## config.mk

```make
export PLATFORM = sky130hd
export DESIGN_NAME = stack_call_seq
export DESIGN_NICKNAME = d
export VERILOG_FILES = /design/src/rtl/stack_seq_pkg.sv /design/src/rtl/sq_tstate_ctr.sv /design/src/rtl/sq_regs.sv /design/src/rtl/sq_bus.sv /design/src/rtl/stack_call_seq.sv
export SDC_FILE = /design/constraint.sdc
export NUM_CORES = 1
export LEC_CHECK = 0
export BUFFER_PORTS_ARGS = -buffer_cell sky130_fd_sc_hd__buf_2
export CELL_PAD_IN_SITES_DETAIL_PLACEMENT = 2
export CELL_PAD_IN_SITES_GLOBAL_PLACEMENT = 2
export CORE_ASPECT_RATIO = 1.25
export CORE_MARGIN = 8
export CORE_UTILIZATION = 35
export DETAILED_ROUTE_END_ITERATION = 10
export PLACE_DENSITY = 0.9
export SYNTH_ARGS = -nofsm -noshare
export SYNTH_HDL_FRONTEND = slang
export SYNTH_SLANG_ARGS = --single-unit
```

## constraint.sdc

```tcl
create_clock -name clk -period 4.2 [get_ports clk]
set_clock_uncertainty 0.15 [all_clocks]
set_input_delay 0.42 -clock clk [delete_from_list [all_inputs] [get_ports clk]]
set_output_delay 0.42 -clock clk [all_outputs]
set_load 0.05 [all_outputs]
```

## src/rtl/stack_seq_pkg.sv

```systemverilog
package stack_seq_pkg;

    typedef enum logic [1:0] {
        OP_PUSH = 2'b00,
        OP_POP  = 2'b01,
        OP_CALL = 2'b10,
        OP_RET  = 2'b11
    } op_e;

    typedef enum logic [2:0] {
        ST_IDLE  = 3'd0,
        ST_FETCH = 3'd1,
        ST_RD_LO = 3'd2,
        ST_RD_HI = 3'd3,
        ST_WR_HI = 3'd4,
        ST_WR_LO = 3'd5
    } state_e;

endpackage

```

## src/rtl/sq_tstate_ctr.sv

```systemverilog
module sq_tstate_ctr #(
    parameter int T_W = 5
) (
    input  logic           clk,
    input  logic           rst_n,
    input  logic           begin_op,
    input  logic           finish,
    input  logic           run,
    input  logic [T_W-1:0] mc_len,
    output logic           mc_last,
    output logic [T_W-1:0] t_total
);

    logic [T_W-1:0] t_in_mc;

    assign mc_last = run && (t_in_mc == mc_len);

    always_ff @(posedge clk) begin
        if (!rst_n) begin
            t_in_mc <= T_W'(1);
            t_total <= '0;
        end else if (begin_op) begin
            t_in_mc <= T_W'(1);
            t_total <= T_W'(1);
        end else if (finish) begin
            t_in_mc <= T_W'(1);
            t_total <= '0;
        end else if (run) begin
            t_in_mc <= mc_last ? T_W'(1) : t_in_mc + T_W'(1);
            t_total <= t_total + T_W'(1);
        end
    end


    idle_count_zero_chk: assert property (@(posedge clk) disable iff (!rst_n)
        (!run) |-> (t_total == '0));


    count_step_chk: assert property (@(posedge clk) disable iff (!rst_n)
        (run && !finish) |=> (t_total == $past(t_total) + T_W'(1)));

endmodule

```

## src/rtl/sq_regs.sv

```systemverilog
module sq_regs #(
    parameter int          AW       = 16,
    parameter int          DW       = 8,
    parameter logic [15:0] RESET_PC = 16'h2040,
    parameter logic [15:0] RESET_SP = 16'h2400
) (
    input  logic            clk,
    input  logic            rst_n,
    input  logic            pc_inc,
    input  logic            pc_jump,
    input  logic            sp_inc,
    input  logic            sp_dec,
    input  logic            z_load,
    input  logic            w_load,
    input  logic            pair_load,
    input  logic [DW-1:0]   rdata,
    output logic [AW-1:0]   pc,
    output logic [AW-1:0]   sp,
    output logic [2*DW-1:0] pair
);

    logic [DW-1:0] z_q;
    logic [DW-1:0] w_q;
    logic [DW-1:0] w_next;

    assign w_next = w_load ? rdata : w_q;

    always_ff @(posedge clk) begin
        if (!rst_n) begin
            z_q <= '0;
            w_q <= '0;
        end else begin
            if (z_load) z_q <= rdata;
            if (w_load) w_q <= rdata;
        end
    end

    always_ff @(posedge clk) begin
        if (!rst_n) begin
            pc <= AW'(RESET_PC);
        end else if (pc_jump) begin
            pc <= AW'({w_next, z_q});
        end else if (pc_inc) begin
            pc <= pc + AW'(1);
        end
    end

    always_ff @(posedge clk) begin
        if (!rst_n) begin
            sp <= AW'(RESET_SP);
        end else if (sp_dec) begin
            sp <= sp - AW'(1);
        end else if (sp_inc) begin
            sp <= sp + AW'(1);
        end
    end

    always_ff @(posedge clk) begin
        if (!rst_n) begin
            pair <= '0;
        end else if (pair_load) begin
            pair <= {w_next, z_q};
        end
    end


    sp_predec_chk: assert property (@(posedge clk) disable iff (!rst_n)
        sp_dec |=> (sp == $past(sp) - AW'(1)));


    sp_postinc_chk: assert property (@(posedge clk) disable iff (!rst_n)
        (sp_inc && !sp_dec) |=> (sp == $past(sp) + AW'(1)));


    jump_pc_chk: assert property (@(posedge clk) disable iff (!rst_n)
        (pc_jump && z_load) |-> 1'b0);

endmodule

```

## src/rtl/sq_bus.sv

```systemverilog
module sq_bus #(
    parameter int AW = 16,
    parameter int DW = 8
) (
    input  logic                   clk,
    input  logic                   rst_n,
    input  stack_seq_pkg::state_e  state,
    input  stack_seq_pkg::op_e     op,
    input  logic                   mc_last,
    input  logic [AW-1:0]          pc,
    input  logic [AW-1:0]          sp,
    input  logic [2*DW-1:0]        push_val,
    output logic [AW-1:0]          addr,
    output logic [DW-1:0]          wdata,
    output logic                   rd,
    output logic                   wr
);
    import stack_seq_pkg::*;

    logic [2*DW-1:0] store_val;

    assign store_val = (op == OP_CALL) ? (2*DW)'(pc) : push_val;

    always_comb begin
        addr  = pc;
        wdata = '0;
        rd    = 1'b0;
        wr    = 1'b0;
        unique case (state)
            ST_IDLE, ST_FETCH: begin
                addr = pc;
            end
            ST_RD_LO, ST_RD_HI: begin
                addr = (op == OP_CALL) ? pc : sp;
                rd   = mc_last;
            end
            ST_WR_HI: begin
                addr  = sp - AW'(1);
                wdata = store_val[2*DW-1:DW];
                wr    = mc_last;
            end
            ST_WR_LO: begin
                addr  = sp - AW'(1);
                wdata = store_val[DW-1:0];
                wr    = mc_last;
            end
            default: begin
                addr = pc;
            end
        endcase
    end


    one_strobe_chk: assert property (@(posedge clk) disable iff (!rst_n)
        $onehot0({rd, wr}));


    strobe_single_t_chk: assert property (@(posedge clk) disable iff (!rst_n)
        (rd || wr) |=> !(rd || wr));

endmodule

```

## src/rtl/stack_call_seq.sv

```systemverilog
module stack_call_seq #(
    parameter int          AW          = 16,
    parameter int          DW          = 8,
    parameter int          FETCH_LONG  = 6,
    parameter int          FETCH_SHORT = 4,
    parameter int          MEM_T       = 3,
    parameter logic [15:0] RESET_PC    = 16'h2040,
    parameter logic [15:0] RESET_SP    = 16'h2400,
    localparam int         MAX_T       = FETCH_LONG + 4 * MEM_T,
    localparam int         T_W         = $clog2(MAX_T + 1)
) (
    input  logic            clk,
    input  logic            rst_n,
    input  logic            start_i,
    input  logic [1:0]      op_i,
    input  logic [2*DW-1:0] pair_i,
    input  logic [DW-1:0]   mem_rdata_i,
    output logic [AW-1:0]   mem_addr_o,
    output logic [DW-1:0]   mem_wdata_o,
    output logic            mem_rd_o,
    output logic            mem_wr_o,
    output logic [2*DW-1:0] pair_o,
    output logic [AW-1:0]   pc_o,
    output logic [AW-1:0]   sp_o,
    output logic            busy_o,
    output logic [T_W-1:0]  tstate_o
);
    import stack_seq_pkg::*;

    state_e         state_q;
    state_e         state_d;
    op_e            op_q;
    logic [2*DW-1:0] pair_q;
    logic           accept;
    logic           run;
    logic           mc_last;
    logic           finish;
    logic [T_W-1:0] mc_len;

    logic pc_inc, pc_jump, sp_inc, sp_dec, z_load, w_load, pair_load;

    function automatic logic [T_W-1:0] op_len(op_e o);
        unique case (o)
            OP_PUSH: op_len = T_W'(FETCH_LONG + 2 * MEM_T);
            OP_POP:  op_len = T_W'(FETCH_SHORT + 2 * MEM_T);
            OP_CALL: op_len = T_W'(FETCH_LONG + 4 * MEM_T);
            default: op_len = T_W'(FETCH_SHORT + 2 * MEM_T);
        endcase
    endfunction

    assign run    = (state_q != ST_IDLE);
    assign accept = !run && start_i;
    assign busy_o = run;

    // state register
    always_ff @(posedge clk) begin
        if (!rst_n) begin
            state_q <= ST_IDLE;
            op_q    <= OP_PUSH;
            pair_q  <= '0;
        end else begin
            state_q <= state_d;
            if (accept) begin
                op_q   <= op_e'(op_i);
                pair_q <= pair_i;
            end
        end
    end

    // next state
    always_comb begin
        state_d = state_q;
        unique case (state_q)
            ST_IDLE: begin
                if (start_i) state_d = ST_FETCH;
            end
            ST_FETCH: begin
                if (mc_last) state_d = (op_q == OP_PUSH) ? ST_WR_HI : ST_RD_LO;
            end
            ST_RD_LO: begin
                if (mc_last) state_d = ST_RD_HI;
            end
            ST_RD_HI: begin
                if (mc_last) state_d = (op_q == OP_CALL) ? ST_WR_HI : ST_IDLE;
            end
            ST_WR_HI: begin
                if (mc_last) state_d = ST_WR_LO;
            end
            ST_WR_LO: begin
                if (mc_last) state_d = ST_IDLE;
            end
            default: state_d = ST_IDLE;
        endcase
    end

    // outputs and register controls
    always_comb begin
        pc_inc    = 1'b0;
        pc_jump   = 1'b0;
        sp_inc    = 1'b0;
        sp_dec    = 1'b0;
        z_load    = 1'b0;
        w_load    = 1'b0;
        pair_load = 1'b0;
        finish    = 1'b0;
        mc_len    = T_W'(MEM_T);
        unique case (state_q)
            ST_IDLE: begin
                mc_len = T_W'(MEM_T);
            end
            ST_FETCH: begin
                mc_len = (op_q == OP_PUSH || op_q == OP_CALL) ?
                         T_W'(FETCH_LONG) : T_W'(FETCH_SHORT);
                pc_inc = mc_last;
            end
            ST_RD_LO: begin
                z_load = mc_last;
                pc_inc = mc_last && (op_q == OP_CALL);
                sp_inc = mc_last && (op_q != OP_CALL);
            end
            ST_RD_HI: begin
                w_load    = mc_last;
                pc_inc    = mc_last && (op_q == OP_CALL);
                sp_inc    = mc_last && (op_q != OP_CALL);
                pc_jump   = mc_last && (op_q == OP_RET);
                pair_load = mc_last && (op_q == OP_POP);
                finish    = mc_last && (op_q != OP_CALL);
            end
            ST_WR_HI: begin
                sp_dec = mc_last;
            end
            ST_WR_LO: begin
                sp_dec  = mc_last;
                pc_jump = mc_last && (op_q == OP_CALL);
                finish  = mc_last;
            end
            default: begin
                mc_len = T_W'(MEM_T);
            end
        endcase
    end

    sq_tstate_ctr #(
        .T_W (T_W)
    ) u_tctr (
        .clk      (clk),
        .rst_n    (rst_n),
        .begin_op (accept),
        .finish   (finish),
        .run      (run),
        .mc_len   (mc_len),
        .mc_last  (mc_last),
        .t_total  (tstate_o)
    );

    sq_regs #(
        .AW       (AW),
        .DW       (DW),
        .RESET_PC (RESET_PC),
        .RESET_SP (RESET_SP)
    ) u_regs (
        .clk       (clk),
        .rst_n     (rst_n),
        .pc_inc    (pc_inc),
        .pc_jump   (pc_jump),
        .sp_inc    (sp_inc),
        .sp_dec    (sp_dec),
        .z_load    (z_load),
        .w_load    (w_load),
        .pair_load (pair_load),
        .rdata     (mem_rdata_i),
        .pc        (pc_o),
        .sp        (sp_o),
        .pair      (pair_o)
    );

    sq_bus #(
        .AW (AW),
        .DW (DW)
    ) u_bus (
        .clk      (clk),
        .rst_n    (rst_n),
        .state    (state_q),
        .op       (op_q),
        .mc_last  (mc_last),
        .pc       (pc_o),
        .sp       (sp_o),
        .push_val (pair_q),
        .addr     (mem_addr_o),
        .wdata    (mem_wdata_o),
        .rd       (mem_rd_o),
        .wr       (mem_wr_o)
    );


    busy_start_ignored_chk: assert property (@(posedge clk) disable iff (!rst_n)
        (busy_o && start_i) |=> (op_q == $past(op_q)));


    op_length_chk: assert property (@(posedge clk) disable iff (!rst_n)
        $fell(busy_o) |-> ($past(tstate_o) == op_len(op_q)));


    idle_quiet_chk: assert property (@(posedge clk) disable iff (!rst_n)
        (!busy_o) |-> !(mem_rd_o || mem_wr_o));


    call_sp_drop_chk: assert property (@(posedge clk) disable iff (!rst_n)
        (state_q == ST_WR_LO && mc_last) |=> (sp_o == $past(sp_o) - AW'(1)));

endmodule

```

==> results of run 1 <==
sequential cells by signal (all words and copies together) (netlist names):
| register | count |
|---|---|
| u_regs.w_q | 8 |
| state_q | 3 |
| u_regs.z_q | 8 |
| u_regs.pc | 16 |
| u_tctr.t_in_mc | 5 |
| op_q | 2 |
| u_tctr.t_total | 5 |
| u_regs.sp | 16 |
| pair_q | 16 |
| u_regs.pair | 16 |
worst max-delay path by stage:
stage,endpoint,slack [ns],cells after the start
after global placement,u_regs.z_q[2]$_SDFFE_PN0P_,0.96,6
after CTS,mem_addr_o[8],0.52,8
after floorplan,mem_addr_o[8],0.62,8
final,mem_addr_o[8],0.44,8
after detailed placement,u_regs.pc[13]$_SDFFE_PN1P_,0.65,6
after global routing,mem_addr_o[8],0.28,8
worst max-delay path, cell delays in order (launching register included):
cell and delay (ns):
dfxtp_1 0.47, inv_1 0.17, ha_1 0.31, nor3b_1 0.66, nand2_1 0.26, o21ai_0 0.30
a21oi_1 0.11, nor3_1 0.23, buf_2 0.32
cell type report:
cell class / instances / area (µm²) / share of cell area [%]
clock buffer: 9 / 225.2 / 3.516
clock inverter: 7 / 81.33 / 1.270
inverter: 9 / 33.78 / 0.5273
multi-input combinational: 525 / 3276 / 51.13
sequential: 95 / 1902 / 29.69
tap: 212 / 265.3 / 4.141
timing repair buffer: 119 / 623.1 / 9.727
power breakdown:
part	internal (W)	switching (W)	total (W)
Sequential	0.000917	0.0000171	0.000934
Clock	0.000471	0.000402	0.000872
Combinational	0.0000576	0.000129	0.000186
Total	0.00144	0.000547	0.00199
cell usage in the layout, fill, tap and decap left out, drive strengths merged, types with 4 or more instances in the layout:
cell / instances
a211oi: 9
nand2b: 8
a31oi: 5
dfxtp: 95
a21oi: 68
and4: 7
nand3: 16
clkbuf: 9
inv: 10
o22ai: 10
ha: 5
mux2i: 18
nor4: 16
xnor2: 18
mux4: 8
buf: 119
nor3: 14
nor3b: 6
nand2: 113
o21ai: 29
xor2: 13
and2: 18
nor4b: 4
nand4: 19
nor2: 62
a22oi: 4
mux2: 5
per-stage QoR:
stage	total power [W]	instance area, µm²	instances
after CTS	0.002007	6406	976
after floorplan	0.001072	5466	687
after global routing	0.002057	6406	976
final	0.001992	6406	976
after detailed placement	0.001139	6100	960
after global placement	0.001123	6100	960
routing by layer:
metal | routed length [µm] | global-route usage [%] | part of all wire [%] | vias up
li1 | - | - | - | 2597
met1 | 9127 | 25.43 | 38 | 2895
met4 | 1128 | 14.64 | 4.8 | 0
met3 | 1080 | 3.352 | 4.6 | 76
met5 | 0 | 0 | 0 | -
met2 | 12400 | 43.54 | 52 | 208
kinds of logic after synthesis:
logic type | share of synthesized area, %
AOI/OAI and AO/OA | 18.06
xor gates and xnor gates | 4.967
DFF | 34.79
and+or+nand+nor | 28.13
adders and majority gates | 1.144
muxes | 7.622
buffers and inverters | 5.287
==> impl_metrics.json, run 1 <==
{
  "run_status": "complete, no violations",
  "die_area_mm2": 0.01990,
  "cts_setup_buffers": 0,
  "yosysMostFrequentCell": "nand2_1",
  "synth_top_area_share_pct": 34.79,
  "insertion_delay_ns": 0.36,
  "synthTopCellsByArea": "dfxtp_1 35%, nand2_1 7.8%, a21oi_1 6.2%, nor2_1 4.3%, mux2i_1 3.3%",
  "route.vias.total": 5776,
  "grt-ovfl-total": 0,
  "async_flop_share_pct": 0,
  "fin_setup_tns_ns": 0,
  "fillers": 1821,
  "required_ns": 3.63,
  "yosys_most_used_dff": "dfxtp_1",
  "period_minus_slack_ns": 3.756,
  "ys_ff_latch": 95,
  "critPathCaptureType": "output pin",
  "slew_headroom_pct": 29.63,
  "avgSynthCellArea_um2": 7.957,
  "synthesis.nets": 721,
  "ff2ff_path_depth": 6,
  "r2r_end": "u_regs.pc[13]$_SDFFE_PN1P_",
  "cts_tree": "done",
  "finalHoldViolCount": 0,
  "drv_cap": 0,
  "hold_end": "pair_q[1]$_SDFFE_PN0P_",
  "num_rows": 51,
  "hold_class": "input pin to flop",
  "fin_crit_sh_pct": 89.43,
  "rsz0062_at_grt": "no",
  "drive_gt1_share_pct": 22.77,
  "min_from": "pair_i[1]",
  "irDropWorstVdd_mv": 0.1569,
  "synth_edf_count": 0,
  "drt_wl_total_um": 23740,
  "ctsHoldBuffers": 0,
  "worst_slew_pin_slew_ns": 1.052,
  "track_usage_pct": 23.89,
  "place_congestion": 0.8931,
  "synth-seq-area-share_pct": 34.79,
  "initial_utilization_pct": 35.40,
  "dp_slack_ns": 0.6547,
  "start_kind": "flop",
  "ios": 109,
  "utilization_pct": 41.48,
  "drt_iter0_markers": 370,
  "grt_max_degree": 49,
  "syn_inst": 687,
  "port_buffers": 108,
  "yosys.area.top_type": "dfxtp_1",
  "cp-startpoint": "u_regs.sp[0]$_SDFFE_PN0P_",
  "hold_depth": 3,
  "diodes": 0,
  "crit_type": "flop to output pin",
  "p_leak_nw": 2.579,
  "ant_nets": 0,
  "hold_ws_ns": 0.1525,
  "drc_errors": 0,
  "dp_hpwl_um": 17390,
  "dieHeight_um": 155.7,
  "cts-root-buf": "clkbuf_16",
  "fin_nets": 793,
  "htreeDepth": 3,
  "cp.arrival_ns": 3.19,
  "antenna_found_initial": 0,
  "worst_slack_ns": 0.4439,
  "first_pass_iters": 5,
  "cts_buffers": 9,
  "crit-reg2reg-launch": "state_q[1]$_SDFFE_PN0P_",
  "drv_slew": 0,
  "cts_sinks": 95,
  "yosysUniqueCellTypes": 69,
  "grt_pass1_vias": 6410,
  "drt-wirelength-per-cell_um": 24.32,
  "synth_common_cells": "113 x nand2_1, 95 x dfxtp_1, 68 x a21oi_1, 62 x nor2_1, 44 x clkbuf_1",
  "syn2layout_area_growth_pct": 17.19,
  "vias_per_cell": 5.918,
  "cts_buffer_depth": 2,
  "r2r_slack_ns": 0.62,
  "yosysWarnings": 0,
  "grt_first_pass_wirelength_um": 36940,
  "critPathMaxFanout": 16,
  "clkSlewWorstSetupHoldPaths_ns": 0.07,
  "powerDensity_mw_per_mm2": 311.0,
  "fp.coreArea_mm2": 0.01544,
  "fmax_ghz": 0.2662,
  "finalSetupViolCount": 0,
  "syn_area_mm2": 0.005466,
  "cts_resized": 0,
  "die_w_um": 127.8
}
Note: power is estimated with default switching activity, not from simulation.
==> run 2, diff against run 1 <==
--- a/config.mk
+++ b/config.mk
@@ -9,7 +9,6 @@
 export CELL_PAD_IN_SITES_DETAIL_PLACEMENT = 2
 export CELL_PAD_IN_SITES_GLOBAL_PLACEMENT = 2
 export CORE_ASPECT_RATIO = 1.25
-export CORE_MARGIN = 8
 export CORE_UTILIZATION = 35
 export DETAILED_ROUTE_END_ITERATION = 10
 export PLACE_DENSITY = 0.9
==> impl_metrics.json, run 2 (same netlist as run 1, synthesis figures left out) <==
{
  "run_status": "complete, no violations",
  "drv_cap": 0,
  "slew_headroom_pct": 17.09,
  "antenna_found_initial": 0,
  "ant_nets": 0,
  "fin_setup_tns_ns": 0,
  "start_kind": "flop",
  "port_buffers": 108,
  "cts_tree": "done",
  "slowest_delay_ns": 0.70,
  "crit_chain": "nor4_1 -> nor3b_1 -> nand2_1 -> or4_1 -> nand3_1 -> buf_2",
  "fmax_ghz": 0.2694,
  "place_congestion": 0.9122,
  "cp.arrival_ns": 3.14,
  "drive_gt1_share_pct": 22.47,
  "drt_iter0_markers": 424,
  "fp.coreArea_mm2": 0.01514,
  "p_leak_nw": 2.561,
  "fillers": 1800,
  "clkSlewWorstSetupHoldPaths_ns": 0.07,
  "die_area_mm2": 0.01613,
  "powerDensity_mw_per_mm2": 306.4,
  "die_w_um": 113.8,
  "hold_class": "input pin to flop",
  "syn2layout_area_growth_pct": 16.41,
  "grt_first_pass_wirelength_um": 36180,
  "htreeDepth": 3,
  "worst_slew_pin_slew_ns": 1.244,
  "power.total_w": 0.001950,
  "dp_hpwl_um": 16380,
  "critPathCaptureType": "output pin",
  "drc_errors": 0,
  "drt-wirelength-per-cell_um": 23.48,
  "finalHoldViolCount": 0,
  "layout_commonest_cell": "nand2_1",
  "critPathMaxFanout": 12,
  "cpMaxStageDelayCell": "nor4_1",
  "ios": 109,
  "crit_type": "flop to output pin",
  "cts_buffer_depth": 2,
  "drv_slew": 0,
  "place_area_mm2": 0.006072,
  "final_area_mm2": 0.006364,
  "finalSetupViolCount": 0,
  "period_minus_slack_ns": 3.712,
  "dieHeight_um": 141.7,
  "drt_wl_total_um": 22760,
  "cts_setup_buffers": 0,
  "ctsHoldBuffers": 0,
  "first_pass_iters": 5,
  "initial_utilization_pct": 36.11,
  "diodes": 0,
  "cts_resized": 0,
  "vias_per_cell": 5.956,
  "grt_max_degree": 65,
  "grt_pass1_vias": 6495,
  "fin_nets": 790,
  "route.vias.total": 5771,
  "insertion_delay_ns": 0.36,
  "layout_common_cells": "113 x nand2_1, 108 x buf_2, 95 x dfxtp_1",
  "irDropWorstVdd_mv": 0.1456,
  "grt-ovfl-total": 0,
  "cts-root-buf": "clkbuf_16",
  "fin_crit_sh_pct": 88.39,
  "num_rows": 50,
  "track_usage_pct": 29.13,
  "rsz0062_at_grt": "no",
  "required_ns": 3.63,
  "cts_buffers": 9,
  "cts_sinks": 95
}
run 2: cell count changes in the layout (fill, tap and decap cells not counted), sizes merged:
cell	change
buf	-3
clkbuf	+1
bufinv	-1
clkinvlp	-1
inv	+1
run 2: power breakdown:
group / internal, W / switching [W]
combinational: 0.0000576 / 0.000129
sequential: 0.000917 / 0.0000163
clock: 0.000429 / 0.000401
run 2: routing by layer:
layer | share of wire (%) | GRT usage (%) | routed length (µm) | vias up
li1 | - | - | - | 2584
met1 | 39 | 32.26 | 8774 | 2890
met2 | 51 | 51.86 | 11700 | 214
met3 | 4.4 | 4.101 | 1010 | 83
met4 | 5.6 | 18.93 | 1267 | 0
met5 | 0 | 0 | 0 | -
run 2: area by class of cell:
type	instances	area, µm²	share of cell area [%]
Clock buffer	10	239.0	3.755
Clock inverter	6	52.55	0.8258
Inverter	9	33.78	0.5309
Multi-Input combinational cell	525	3276	51.47
Sequential cell	95	1902	29.89
Tap cell	208	260.3	4.090
Timing Repair Buffer	116	600.6	9.438
run 2: per-stage QoR:
step / hold WS (ns) / utilization (%) / worst slack, ns / instances
6_report: 0.1508 / 42.03 / 0.4876 / 969
5_1_grt: 0.1649 / 42.03 / 0.3610 / 969
4_1_cts: 0.1489 / 42.03 / 0.5945 / 969
3_5_place_dp: 0.2946 / 40.11 / 0.7299 / 953
3_3_place_gp: 0.2878 / 40.11 / 0.9799 / 953
2_1_floorplan: 0.2831 / - / 0.6215 / 687
run 2: worst max-delay path, delay by kind of cell (launching register included):
kind	cells	cell delay, ns
and+or+nand+nor	5	2.04
DFF	1	0.46
buffers and inverters	1	0.28
run 2: final timing paths:
| kind | from | endpoint | slack, ns | depth (start not counted) |
|---|---|---|---|---|
| setup / recovery | u_regs.sp[7]$_SDFFE_PN0P_ | mem_addr_o[13] | 0.49 | 6 |
| hold / removal | pair_i[11] | pair_q[11]$_SDFFE_PN0P_ | 0.15 | 3 |
| setup reg to reg | state_q[1]$_SDFFE_PN0P_ | u_regs.z_q[7]$_SDFFE_PN0P_ | 0.62 | 6 |
| hold reg to reg | u_regs.pair[9]$_SDFFE_PN0P_ | u_regs.pair[9]$_SDFFE_PN0P_ | 0.31 | 2 |
